### config.mk
export PLATFORM = sky130hd
export DESIGN_NAME = asid_tlb
export DESIGN_NICKNAME = d
export VERILOG_FILES = /design/src/rtl/tlb_pkg.sv /design/src/rtl/tlb_plru.sv /design/src/rtl/tlb_cam.sv /design/src/rtl/tlb_walk_track.sv /design/src/rtl/asid_tlb.sv
export SDC_FILE = /design/constraint.sdc
export NUM_CORES = 1
export LEC_CHECK = 0
export BUFFER_PORTS_ARGS = -buffer_cell sky130_fd_sc_hd__buf_2
export CAP_MARGIN = 20
export CORE_ASPECT_RATIO = 1.75
export CORE_UTILIZATION = 25
export DETAILED_ROUTE_END_ITERATION = 6
export MAX_ROUTING_LAYER = met4
export SLEW_MARGIN = 15
export SYNTH_ARGS = -nofsm -noshare
export SYNTH_HDL_FRONTEND = slang
export SYNTH_SLANG_ARGS = --single-unit
export TNS_END_PERCENT = 50
### constraint.sdc
create_clock -name clk -period 7.81 [get_ports clk]
set_input_delay 0.781 -clock clk [delete_from_list [all_inputs] [get_ports clk]]
set_output_delay 0.781 -clock clk [all_outputs]
set_load 0.05 [all_outputs]
### src/rtl/tlb_pkg.sv
package tlb_pkg;
    parameter int VPN_W     = 20;
    parameter int PPN_W     = 20;
    parameter int ASID_W    = 16;
    localparam int PERM_BITS = 3;
    localparam int P_READ    = 0;
    localparam int P_WRITE   = 1;
    localparam int P_EXEC    = 2;

    typedef enum logic [1:0] {
        ACC_LOAD  = 2'd0,
        ACC_STORE = 2'd1,
        ACC_FETCH = 2'd2,
        ACC_RSVD  = 2'd3
    } acc_e;

    typedef struct packed {
        logic                  valid;
        logic [ASID_W-1:0]     asid;
        logic [VPN_W-1:0]      vpn;
        logic [PPN_W-1:0]      ppn;
        logic [PERM_BITS-1:0]  perm;
    } tlb_entry_t;

    function automatic logic perm_denied(logic [PERM_BITS-1:0] perm, acc_e acc);
        case (acc)
            ACC_LOAD:  return !perm[P_READ];
            ACC_STORE: return !perm[P_WRITE];
            ACC_FETCH: return !perm[P_EXEC];
            default:   return 1'b1;
        endcase
    endfunction
endpackage

### src/rtl/tlb_plru.sv
module tlb_plru #(
    parameter int N = 8,
    localparam int L = $clog2(N)
) (
    input  logic         clk,
    input  logic         rst,
    input  logic         touch_en,
    input  logic [L-1:0] touch_way,
    output logic [L-1:0] victim_way
);
    // node k (1-based heap index) lives at tree_q[k-1]; 0 = left side is older
    logic [N-2:0] tree_q, tree_d;

    always_comb begin
        int idx;
        idx = 1;
        for (int lvl = 0; lvl < L; lvl++) begin
            idx = 2 * idx + int'(tree_q[idx-1]);
        end
        victim_way = L'(idx - N);
    end

    always_comb begin
        int idx;
        logic b;
        tree_d = tree_q;
        idx = 1;
        for (int lvl = 0; lvl < L; lvl++) begin
            b = touch_way[L-1-lvl];
            tree_d[idx-1] = ~b;
            idx = 2 * idx + int'(b);
        end
    end

    always_ff @(posedge clk) begin
        if (rst)           tree_q <= '0;
        else if (touch_en) tree_q <= tree_d;
    end
endmodule

### src/rtl/tlb_cam.sv
module tlb_cam import tlb_pkg::*; #(
    parameter int N = 8,
    localparam int WAY_W = $clog2(N)
) (
    input  logic                  clk,
    input  logic                  rst,
    input  logic                  lkp_valid,
    input  logic [VPN_W-1:0]      lkp_vpn,
    input  logic [ASID_W-1:0]     cur_asid,
    input  acc_e                  acc,
    output logic [N-1:0]          hit_vec,
    output logic                  hit,
    output logic [PPN_W-1:0]      ppn,
    output logic [PERM_BITS-1:0]  perm,
    output logic                  fault,
    output logic [N-1:0]          valid_vec,
    input  logic                  flush,
    input  logic                  wr_en,
    input  logic [WAY_W-1:0]      wr_way,
    input  tlb_entry_t            wr_entry
);
    tlb_entry_t ent_q [N];
    logic [N-1:0] deny_vec;

    for (genvar g = 0; g < N; g++) begin : g_ent
        logic tag_eq;
        assign tag_eq       = ent_q[g].valid && (ent_q[g].vpn == lkp_vpn)
                              && (ent_q[g].asid == cur_asid);
        assign hit_vec[g]   = lkp_valid && tag_eq;
        // per-entry fault term, formed beside the match rather than after it
        assign deny_vec[g]  = lkp_valid && tag_eq && perm_denied(ent_q[g].perm, acc);
        assign valid_vec[g] = ent_q[g].valid;
    end

    always_comb begin
        ppn  = '0;
        perm = '0;
        for (int i = 0; i < N; i++) begin
            ppn  = ppn  | (ent_q[i].ppn  & {PPN_W{hit_vec[i]}});
            perm = perm | (ent_q[i].perm & {PERM_BITS{hit_vec[i]}});
        end
    end

    assign hit   = |hit_vec;
    assign fault = |deny_vec;

    always_ff @(posedge clk) begin
        if (rst || flush) begin
            for (int i = 0; i < N; i++) ent_q[i].valid <= 1'b0;
        end else if (wr_en) begin
            ent_q[wr_way] <= wr_entry;
        end
    end
endmodule

### src/rtl/tlb_walk_track.sv
module tlb_walk_track import tlb_pkg::*; #(
    parameter int DEPTH = 4
) (
    input  logic              clk,
    input  logic              rst,
    input  logic              cancel,
    input  logic              miss_valid,
    input  logic [VPN_W-1:0]  miss_vpn,
    output logic              req_valid,
    input  logic              req_ready,
    output logic [VPN_W-1:0]  req_vpn,
    input  logic              resp_valid,
    input  logic [VPN_W-1:0]  resp_vpn,
    output logic              refill_en
);
    localparam int IDX_W = (DEPTH > 1) ? $clog2(DEPTH) : 1;

    logic              pend_q;
    logic [VPN_W-1:0]  pend_vpn_q;
    logic [DEPTH-1:0]  slot_v_q;
    logic [VPN_W-1:0]  slot_vpn_q [DEPTH];

    logic [DEPTH-1:0]  slot_miss_eq, slot_resp_eq;
    logic              has_free;
    logic [IDX_W-1:0]  free_idx;
    logic              capture, accept;

    for (genvar g = 0; g < DEPTH; g++) begin : g_slot
        assign slot_miss_eq[g] = slot_v_q[g] && (slot_vpn_q[g] == miss_vpn);
        assign slot_resp_eq[g] = slot_v_q[g] && (slot_vpn_q[g] == resp_vpn);
    end

    always_comb begin
        has_free = 1'b0;
        free_idx = '0;
        for (int i = DEPTH - 1; i >= 0; i--) begin
            if (!slot_v_q[i]) begin
                has_free = 1'b1;
                free_idx = IDX_W'(i);
            end
        end
    end

    assign capture = miss_valid && !cancel && !pend_q && !(|slot_miss_eq) && has_free
                     && !(resp_valid && (resp_vpn == miss_vpn));
    assign accept    = pend_q && req_ready;
    assign refill_en = resp_valid && (|slot_resp_eq) && !cancel;
    assign req_valid = pend_q;
    assign req_vpn   = pend_vpn_q;

    always_ff @(posedge clk) begin
        if (rst || cancel) begin
            pend_q   <= 1'b0;
            slot_v_q <= '0;
        end else begin
            if (accept) begin
                pend_q               <= 1'b0;
                slot_v_q[free_idx]   <= 1'b1;
                slot_vpn_q[free_idx] <= pend_vpn_q;
            end
            if (capture) begin
                pend_q     <= 1'b1;
                pend_vpn_q <= miss_vpn;
            end
            for (int i = 0; i < DEPTH; i++) begin
                if (resp_valid && slot_resp_eq[i]) slot_v_q[i] <= 1'b0;
            end
        end
    end
endmodule

### src/rtl/asid_tlb.sv
module asid_tlb import tlb_pkg::*; #(
    parameter int N_ENTRIES = 8,
    parameter int N_WALKS   = 4
) (
    input  logic                  clk,
    input  logic                  rst,
    input  logic [ASID_W-1:0]     cur_asid,
    input  logic                  lkp_valid,
    input  logic [VPN_W-1:0]      lkp_vpn,
    input  logic [1:0]            lkp_acc,
    output logic                  lkp_hit,
    output logic [PPN_W-1:0]      lkp_ppn,
    output logic [PERM_BITS-1:0]  lkp_perm,
    output logic                  lkp_fault,
    input  logic                  flush_valid,
    input  logic [ASID_W-1:0]     flush_asid,
    output logic                  walk_req_valid,
    input  logic                  walk_req_ready,
    output logic [VPN_W-1:0]      walk_req_vpn,
    input  logic                  walk_resp_valid,
    input  logic [VPN_W-1:0]      walk_resp_vpn,
    input  logic [PPN_W-1:0]      walk_resp_ppn,
    input  logic [PERM_BITS-1:0]  walk_resp_perm
);
    localparam int WAY_W = $clog2(N_ENTRIES);

    logic [ASID_W-1:0]    asid_q;
    logic                 asid_chg, cancel;
    logic [N_ENTRIES-1:0] hit_vec, valid_vec;
    logic                 refill_en;
    logic [WAY_W-1:0]     plru_victim, victim_way, hit_way, touch_way;
    tlb_entry_t           new_entry;

    assign asid_chg = (cur_asid != asid_q);
    assign cancel   = flush_valid || asid_chg;

    always_ff @(posedge clk) begin
        if (rst) asid_q <= '0;
        else     asid_q <= cur_asid;
    end

    always_comb begin
        victim_way = plru_victim;
        for (int i = N_ENTRIES - 1; i >= 0; i--) begin
            if (!valid_vec[i]) victim_way = WAY_W'(i);
        end
    end

    always_comb begin
        hit_way = '0;
        for (int i = 0; i < N_ENTRIES; i++) begin
            if (hit_vec[i]) hit_way = WAY_W'(i);
        end
    end

    assign touch_way = refill_en ? victim_way : hit_way;

    always_comb begin
        new_entry.valid = 1'b1;
        new_entry.asid  = cur_asid;
        new_entry.vpn   = walk_resp_vpn;
        new_entry.ppn   = walk_resp_ppn;
        new_entry.perm  = walk_resp_perm;
    end

    tlb_cam #(.N(N_ENTRIES)) u_cam (
        .clk       (clk),
        .rst       (rst),
        .lkp_valid (lkp_valid),
        .lkp_vpn   (lkp_vpn),
        .cur_asid  (cur_asid),
        .acc       (acc_e'(lkp_acc)),
        .hit_vec   (hit_vec),
        .hit       (lkp_hit),
        .ppn       (lkp_ppn),
        .perm      (lkp_perm),
        .fault     (lkp_fault),
        .valid_vec (valid_vec),
        .flush     (flush_valid),
        .wr_en     (refill_en && !flush_valid),
        .wr_way    (victim_way),
        .wr_entry  (new_entry)
    );

    tlb_plru #(.N(N_ENTRIES)) u_plru (
        .clk        (clk),
        .rst        (rst),
        .touch_en   (refill_en || lkp_hit),
        .touch_way  (touch_way),
        .victim_way (plru_victim)
    );

    tlb_walk_track #(.DEPTH(N_WALKS)) u_track (
        .clk        (clk),
        .rst        (rst),
        .cancel     (cancel),
        .miss_valid (lkp_valid && !lkp_hit),
        .miss_vpn   (lkp_vpn),
        .req_valid  (walk_req_valid),
        .req_ready  (walk_req_ready),
        .req_vpn    (walk_req_vpn),
        .resp_valid (walk_resp_valid),
        .resp_vpn   (walk_resp_vpn),
        .refill_en  (refill_en)
    );
endmodule

# == Word-level counts from Yosys, hierarchy flattened ==
# Memories as Yosys holds them, arrays and structs flattened.
# Index checks and enable logic that the tools add are counted.
# word_totals
out_inout_bits,46
memories,2
input_bits,103
word_cells,254
ff_bits,48
ramBits,560
# classes
muxes,59
n_lt_le_gt_ge,8
addsub,10
reduce_logical,104
n_bitwise,35
n_eq_ne,28
# memory_table
name,words,width,read_ports,rd_ports_with_merged_regs,wr,line,source
u_cam.ent_q,8,60,8,0,8,tlb_cam.sv:22,tlb_entry_t ent_q [N];
u_track.slot_vpn_q,4,20,4,0,1,tlb_walk_track.sv:21,logic [VPN_W-1:0] slot_vpn_q [DEPTH];
# ops
operator,count
20-bit == test,17
20-bit bitwise AND,8
20-bit bitwise OR,7
16-bit == test,8
"32-bit by 5-bit less-than comparator with 1-bit output, second input constant",4
"32-bit by 2-bit subtractor with 32-bit output, second input constant",4
"32-bit by 1-bit >= comparator with 1-bit output, second input constant",2
60-bit 2-to-1 mux,1
60-bit OR reduction,1
1-bit logical AND,58
3-bit 2-to-1 mux,16
32-bit by 2-bit adder with 32-bit output,1
1-bit zero test,30
3-bit bitwise AND,8
1-bit case mux with 3 select lines,8
1-bit 2-to-1 mux,22
3-bit bitwise OR,7
16-bit != test,1
8-bit OR reduction,2
7-bit bitwise mux,2
2-bit 2-to-1 mux,5
2-bit OR reduction,4
4-bit OR reduction,2
"2-bit by 1-bit adder with 3-bit output, first input constant",2
16 further kinds,24

# == Longest topological paths before layout ==
# Gate-level depths: netlist (run 1).
# logic_depth
word_depth,29
ltp_mapped,14
depth_no_buf,12

# == Cells and area by module ==
# Synthesis (run 1) repeated with hierarchy kept, for this count alone.
# unflattened
cells_unflattened,1885
hier_area_um2,27037.2
# by_module_without_submodules
module,instances,area_each_um2,cells_per_inst
tlb_cam,1,20348.3,1336
tlb_walk_track,1,5474.0,417
asid_tlb,1,775.7,88
tlb_plru,1,439.2,44

# == Least setup slack after synthesis (run 1) ==
# OpenSTA, ideal clock, no wires.
# synth_path
kind,input-to-reg
start,input port walk_resp_vpn[3]
end,memory u_cam.ent_q[4][0] in the netlist's numbering (enable)
path_stages,10
path_buffers,2
setup_ps,485
arrival_time_ps,5244
path_slack_ps,2082
cell_sequence,clkbuf_1 > xnor2_1 > nand4_1 > nor4_1 > nand4_1 > a41oi_2 > buf_4 > nand2_1 > or3_1 > nor2b_1
# synth_rtl
item,line,source
"start, declared",asid_tlb.sv:21,"input logic [VPN_W-1:0] walk_resp_vpn,"
"end, declared",tlb_cam.sv:22,

# == Worst setup path after layout (run 1) ==
# layout_path
start,input port cur_asid[13]
end,output port lkp_ppn[12]
# layout_via
elab_chain_cells,11
word_cells_on_any_way,39
classes_between,8 x eq/ne; 15 x bitwise; 16 x reduce/logical
# layout_rtl
item,line,source
"start, declared",asid_tlb.sv:7,"input logic [ASID_W-1:0] cur_asid,"
16-bit == test,tlb_cam.sv:28,&& (ent_q[g].asid == cur_asid);
1-bit logical AND,tlb_cam.sv:28,
1-bit logical AND,tlb_cam.sv:29,assign hit_vec[g] = lkp_valid && tag_eq;
20-bit bitwise AND,tlb_cam.sv:39,ppn = ppn | (ent_q[i].ppn & {PPN_W{hit_vec[i]}});
20-bit bitwise OR (6 in a row),tlb_cam.sv:39,
20-bit bitwise OR (*),tlb_cam.sv:39,
"end, declared",asid_tlb.sv:12,"output logic [PPN_W-1:0] lkp_ppn,"
# Every way passes the cells marked *; elsewhere a longest branch is shown, timed or not.

==> impl_metrics.json, run 1 <==
{
  "grtUsageTotal_pct": 15.34,
  "cts_tree": "done",
  "ios": 149,
  "path_cells": "buf_2 -> xor2_1 -> nor4_1 -> nand4_1 -> nor3_4 -> buf_4 -> a22o_1 -> a221oi_1 -> nand3_1 -> buf_2",
  "grt_overflow": 0,
  "min_period_over_period_pct": 66.88,
  "pre_cts_ws_ps": 2314,
  "p_per_area_nw_per_um2": 227.7,
  "max_slew.worst_pin.slew_ps": 1077,
  "fin_total_pwr_mw": 6.827,
  "crit_fanout": 18,
  "die_w_um": 244.6,
  "clock.fmax_mhz": 191.4,
  "setup-tns-final_ps": 0,
  "worst_r2r_startpoint": "u_track.slot_vpn_q[3][15]$_DFFE_PP_",
  "die_area_um2": 104300,
  "crit_slowest_cell": "nor3_4",
  "initial_antenna_violation_count": 20,
  "final_nets": 1893,
  "seqPwrFrac_pct": 52.1,
  "synth_top_cell_by_area": "edfxtp_1",
  "layout.area.seq_um2": 17900,
  "ir_drop_uv": 280.8,
  "maximum_number_of_pins_on_one_net_before_global_route_repair": 61,
  "detailedRoute.firstPassIterationCount": 5,
  "power_frac_comb_pct": 4.8,
  "worstSkewPairLatency_ps": 640,
  "clock-root-buffer": "clkbuf_16",
  "holdCritPathClass": "primary input to flip-flop",
  "drt_wl_total_mm": 79.21,
  "ctsResizeCount": 0,
  "final-max-slew-violation-count": 0,
  "synth_seq_area_share_pct": 69.52,
  "netSwitchingFraction_pct": 21.55,
  "syn_inst": 1660,
  "synth-async-reset-ratio_pct": 0,
  "syn-cell-area_um2": 25740,
  "worst_path_arrival_ps": 4440,
  "synthesis.yosys.warnings": 0,
  "cpLargestDelayFamily": "simple AND/OR/NAND/NOR gates",
  "critPathCaptureType": "primary output",
  "net-switching-power_mw": 1.471,
  "clockPowerShare_pct": 43.1,
  "grt_first_pass_wirelength_mm": 110.9,
  "clock_sinks": 608,
  "placedInstanceArea_um2": 27940,
  "numCtsBuffers": 60,
  "setup.worst_path.start_class": "primary input",
  "number_of_global_route_vias_before_repair": 15130,
  "postSynthAreaPerCell_um2": 15.51,
  "postRouteAntennaNets": 0,
  "path_buf_inv": 3,
  "timing.max_cap.violations": 0,
  "layout-drive-gt1-share_pct": 15.86,
  "placementRows": 155,
  "rsz_0062_raised_after_global_routing": "false",
  "fin_worst_skew_ps": 24.87,
  "area_of_the_core_um2": 102000,
  "result_of_the_run": "completed",
  "yosys_register_bits": 608,
  "gpl.final_weighted_congestion": 0.9145,
  "clock_path_buffers": 3,
  "multi_input_comb_area_um2": 7387,
  "area_delta_synth_final_pct": 16.47,
  "drt_first_iter_violations": 1229,
  "number_of_enable_flip_flop_cells_after_synthesis": 572,
  "port-buffer-count": 132,
  "cts_setup_buffers": 0,
  "die_height_um": 426.5,
  "ys.flop_type": "edfxtp_1",
  "cp_slowest_stage_delay_ps": 870,
  "initial_core_utilization_pct": 25.24,
  "total_leakage_power_nw": 9.679,
  "routed_vias_inst": 4.698,
  "timing.critical_path.from": "cur_asid[13]",
  "layout.filler_cells": 10180,
  "finalCriticalPeriod_ps": 5223,
  "finalSetupViolCount": 0,
  "cts_htree_levels": 2,
  "cp.required_ps": 7030,
  "hold-worst-slack_ps": 375.3,
  "num_vias": 14940,
  "total_drc_errors_in_the_routed_layout": 0,
  "setup.worst_path.class": "primary input to primary output",
  "layout_setup_ws_ps": 2587,
  "holdBufCountCts": 0,
  "post-route-cell-area_um2": 29980,
  "worst_setup_hold_path_clk_slew_ps": 60,
  "finalHoldViolations": 0,
  "internal-power_mw": 5.356,
  "maxSlewHeadroom_pct": 28.20,
  "avgRoutedWirePerCell_um": 24.92,
  "hpwl_mm": 50.02,
  "synth.top_cells.by_area": "edfxtp_1, xor2_1, xnor2_1",
  "synth_top_area_share_pct": 66.72,
  "synthesized_netlist_net_count": 1767,
  "hold_wc_startpoint": "walk_resp_vpn[2]",
  "critPathMostFrequentCell": "buf_2",
  "synth_cell_types": 56
}
==> per-stage QoR <==
stage,instances,utilization (%)
after detailed placement,3057,27.39
after floorplan,1660,-
final,3179,29.39
after global routing,3179,29.39
after global placement,3057,27.39
after CTS,3168,29.36
==> cells in the final DEF, fill, tap and decap left out, types with 6 or more instances in the layout <==
| cell | netlist | final |
|---|---|---|
| buf_4 | 17 | 32 |
| mux2i_1 | 10 | 10 |
| clkbuf_16 | 0 | 62 |
| bufinv_16 | 0 | 6 |
| inv_1 | 18 | 18 |
| nor2b_1 | 22 | 18 |
| nor3_1 | 12 | 10 |
| buf_2 | 35 | 132 |
| a221oi_1 | 26 | 26 |
| a22oi_1 | 50 | 50 |
| xor2_1 | 247 | 247 |
| clkinv_1 | 0 | 7 |
| clkbuf_8 | 0 | 6 |
| nor4_1 | 70 | 69 |
| a21oi_1 | 17 | 17 |
| nor2_1 | 24 | 20 |
| dfxtp_1 | 36 | 36 |
| nand2b_1 | 6 | 6 |
| a21o_1 | 8 | 8 |
| clkinv_2 | 0 | 13 |
| xnor2_1 | 231 | 231 |
| edfxtp_1 | 572 | 572 |
| clkbuf_1 | 47 | 9 |
| nand4_1 | 78 | 78 |
| a22o_1 | 23 | 23 |
| nand2_1 | 13 | 13 |
| nand3_1 | 40 | 40 |
| diode_2 | 0 | 10 |
==> state kept, by name (all words and copies together), names as in the netlist <==
name and cells:
u_cam.ent_q 480, u_track.req_valid 1, u_track.slot_vpn_q 80, asid_q 16, u_track.slot_v_q 4, u_track.req_vpn 20, u_plru.tree_q 7
==> synth_stat cells, types with 2 or more instances <==
cell type,instances
edfxtp_1,572
xor2_1,247
xnor2_1,231
nand4_1,78
nor4_1,70
a22oi_1,50
clkbuf_1,47
nand3_1,40
dfxtp_1,36
buf_2,35
a221oi_1,26
nor2_1,24
a22o_1,23
nor2b_1,22
inv_1,18
a21oi_1,17
buf_4,17
nand2_1,13
nor3_1,12
mux2i_1,10
a21o_1,8
a211oi_1,6
nand2b_1,6
ha_1,4
o21ai_0,4
nor3_2,3
nor3_4,3
a311oi_1,2
and3_1,2
and4_1,2
buf_1,2
nand4b_1,2
nor3b_1,2
nor4_4,2
o2111ai_1,2
or3_1,2
==> path summary, 6_finish.rpt <==
kind / to / cells after the start / slack [ps]
hold / removal: u_cam.ent_q[4][25]$_DFFE_PP_ / 1 / 380
hold reg to reg: u_plru.tree_q[6]$_SDFFE_PP0P_ / 2 / 510
setup / recovery: lkp_ppn[12] / 10 / 2590
setup reg to reg: u_cam.ent_q[1][54]$_DFFE_PP_ / 7 / 3220
==> power by group through the flow <==
stage | clock network (mW) | logic, mW | registers, mW
detailed placement | 0 | 0.327 | 3.63
finish | 2.94 | 0.327 | 3.56
global route | 3.10 | 0.344 | 3.56
CTS | 2.99 | 0.328 | 3.56
global placement | 0 | 0.322 | 3.63
floorplan | 0 | 0.181 | 3.63
==> final cells by class <==
type                    instances  share of cell area, %
multi-input cells             932                  24.64
flip-flops and latches        608                  59.69
diodes                         10                0.08346
repair buffers                166                  3.096
inverters                      18                 0.2253
well taps                    1334                  5.567
clock buffers                  77                  5.563
clock inverters                34                  1.139
==> cell families (layout without fill, tap and decap cells) <==
group	after synthesis	in the layout	share of synthesized area, %
other cells	0	10	0
simple gates	289	289	6.819
mux	12	12	0.5201
fa+ha+maj	4	4	0.1944
xor+xnor	478	478	16.26
compound gates	149	149	4.486
buf+inv	120	295	2.197
flops	608	608	69.52
==> per-layer routing <==
layer  track usage, %  wire length [um]  share of wire, %
met1            17.51             30990                39
met2            26.88             40760                51
met3            2.564              4563               5.8
met4            5.427              2900               3.7
met5                -                 0                 0
No activity file was read; power rests on OpenSTA's default activity.
==> inputs of run 2 (changes only) <==
- clock period: 7.81 -> 4.85 ns (I/O delays scaled with it)
==> impl_metrics.json, run 2 (synthesis results as in run 1) <==
{
  "clock-root-buffer": "clkbuf_16",
  "gpl.final_weighted_congestion": 0.9533,
  "power_frac_comb_pct": 4.9,
  "grt_overflow": 0,
  "finalHoldViolations": 0,
  "crit_slowest_cell": "nor4_1",
  "timing.critical_path.from": "u_cam.ent_q[6][23]$_DFFE_PP_",
  "area_of_the_core_um2": 102000,
  "rsz_0062_raised_after_global_routing": "false",
  "detailedRoute.firstPassIterationCount": 5,
  "result_of_the_run": "completed",
  "cp.required_ps": 4370,
  "max_slew.worst_pin.slew_ps": 940.5,
  "cts_tree": "done",
  "p_per_area_nw_per_um2": 369.5,
  "cp_slowest_stage_delay_ps": 720,
  "total_drc_errors_in_the_routed_layout": 0,
  "clock_sinks": 608,
  "setup.worst_path.start_class": "flip-flop",
  "maxSlewHeadroom_pct": 36.78,
  "timing.max_cap.violations": 0,
  "port-buffer-count": 132,
  "number_of_global_route_vias_before_repair": 15580,
  "die_area_um2": 104300,
  "place_inst": 3123,
  "grt_first_pass_wirelength_mm": 113.3,
  "final_nets": 1964,
  "initial_antenna_violation_count": 19,
  "worst_path_arrival_ps": 3830,
  "final-max-slew-violation-count": 0,
  "internal-power_mw": 8.874,
  "routed_vias_inst": 4.638,
  "total_leakage_power_nw": 10.10,
  "holdCritPathClass": "primary input to flip-flop",
  "layout_common_cells": "edfxtp_1, xor2_1, xnor2_1",
  "clock_path_buffers": 3,
  "avgRoutedWirePerCell_um": 24.80,
  "min_period_over_period_pct": 88.94,
  "drt_first_iter_violations": 1031,
  "final_core_utilization_pct": 30.17,
  "initial_core_utilization_pct": 25.24,
  "crit_fanout": 27,
  "holdBufCountCts": 0,
  "placementRows": 155,
  "fin_worst_skew_ps": 31.24,
  "die_height_um": 426.5,
  "layout.cells.most_common": "edfxtp_1",
  "postRouteAntennaNets": 0,
  "largest_register_ffs": 480,
  "layout-drive-gt1-share_pct": 18.74,
  "grtUsageTotal_pct": 15.79,
  "drt_wl_total_mm": 80.69,
  "ios": 149,
  "worstSkewPairLatency_ps": 620,
  "net-switching-power_mw": 2.498,
  "finalCriticalPeriod_ps": 4313,
  "numCtsBuffers": 66,
  "num_vias": 15090,
  "finalSetupViolCount": 0,
  "path_cells": "xor2_1 -> nor4_1 -> nand4_1 -> nor3_4 -> buf_4 -> a22o_1 -> a221oi_1 -> nand3_1 -> buf_2",
  "clockPowerShare_pct": 44.7,
  "maximum_number_of_pins_on_one_net_before_global_route_repair": 61,
  "top_register": "u_cam.ent_q",
  "critPathCaptureType": "primary output",
  "cts_setup_buffers": 0,
  "setup.worst_path.class": "flip-flop to primary output",
  "worst_setup_hold_path_clk_slew_ps": 60,
  "setup-tns-final_ps": 0,
  "die_w_um": 244.6,
  "hold_wc_startpoint": "walk_resp_perm[2]",
  "area_delta_synth_final_pct": 19.55,
  "final-instance-count-excl-fill": 3254,
  "seqPwrFrac_pct": 50.4,
  "worst_r2r_startpoint": "u_track.slot_vpn_q[1][10]$_DFFE_PP_",
  "cts_htree_levels": 3,
  "netSwitchingFraction_pct": 21.96,
  "clock.fmax_mhz": 231.8,
  "ir_drop_uv": 313.4,
  "ctsResizeCount": 0,
  "hpwl_mm": 55.91
}
run 2: changes by cell type in the layout (fill, tap and decap cells not counted), sizes merged:
cell,delta
clkinv,-3
bufinv,-1
buf,+66
inv,+3
clkinvlp,-2
clkbuf,+12
run 2: power by group through the flow:
stage / Clock [mW] / Combinational, mW / Sequential, mW
2_1_floorplan: 0 / 0.292 / 5.84
3_3_place_gp: 0 / 0.560 / 5.84
3_5_place_dp: 0 / 0.566 / 5.84
4_1_cts: 5.17 / 0.569 / 5.73
5_1_grt: 5.36 / 0.594 / 5.73
6_report: 5.08 / 0.561 / 5.73
run 2: cell type report:
type	instances	area, um2
clock inverter	31	327.8
inverter	18	67.56
timing repair buffer	231	1567
sequential	608	17900
antenna	10	25.02
fill	10290	71230
multi-input combinational	932	7380
clock buffer	90	1844
tap	1334	1669
run 2: per-layer routing:
metal	wire length [um]	part of all wire, %	global-route usage (%)
met2	41950	52	27.68
met4	4081	5.1	7.948
met3	4799	5.9	3.199
met1	29850	37	16.76
met5	0	0	-
run 2: metrics by stage:
step                      power, mW  area [um2]  setup slack [ps]  hold slack (ps)
final                         11.37       30780             536.6            138.1
after global routing          11.68       30780             409.6            128.9
after CTS                     11.47       30750             427.9            101.0
after detailed placement      6.407       28580             554.7            514.2
after global placement        6.401       28580             504.4            495.8
after floorplan               6.135       25760            -331.1            462.4
run 2: worst paths after layout:
check	endpoint	slack (ps)	cells after the start
setup reg to reg	u_cam.ent_q[6][20]$_DFFE_PP_	800	9
hold reg to reg	u_plru.tree_q[4]$_SDFFE_PP0P_	520	2
setup / recovery	lkp_ppn[14]	540	9
hold / removal	u_cam.ent_q[3][2]$_DFFE_PP_	140	1
run 2: critical path, delay by kind of cell, from the launching register on:
| kind | cells | cell delay (ps) |
|---|---|---|
| xor+xnor | 1 | 220 |
| compound gates | 2 | 260 |
| simple gates | 4 | 1600 |
| buf+inv | 2 | 720 |
| flops | 1 | 380 |
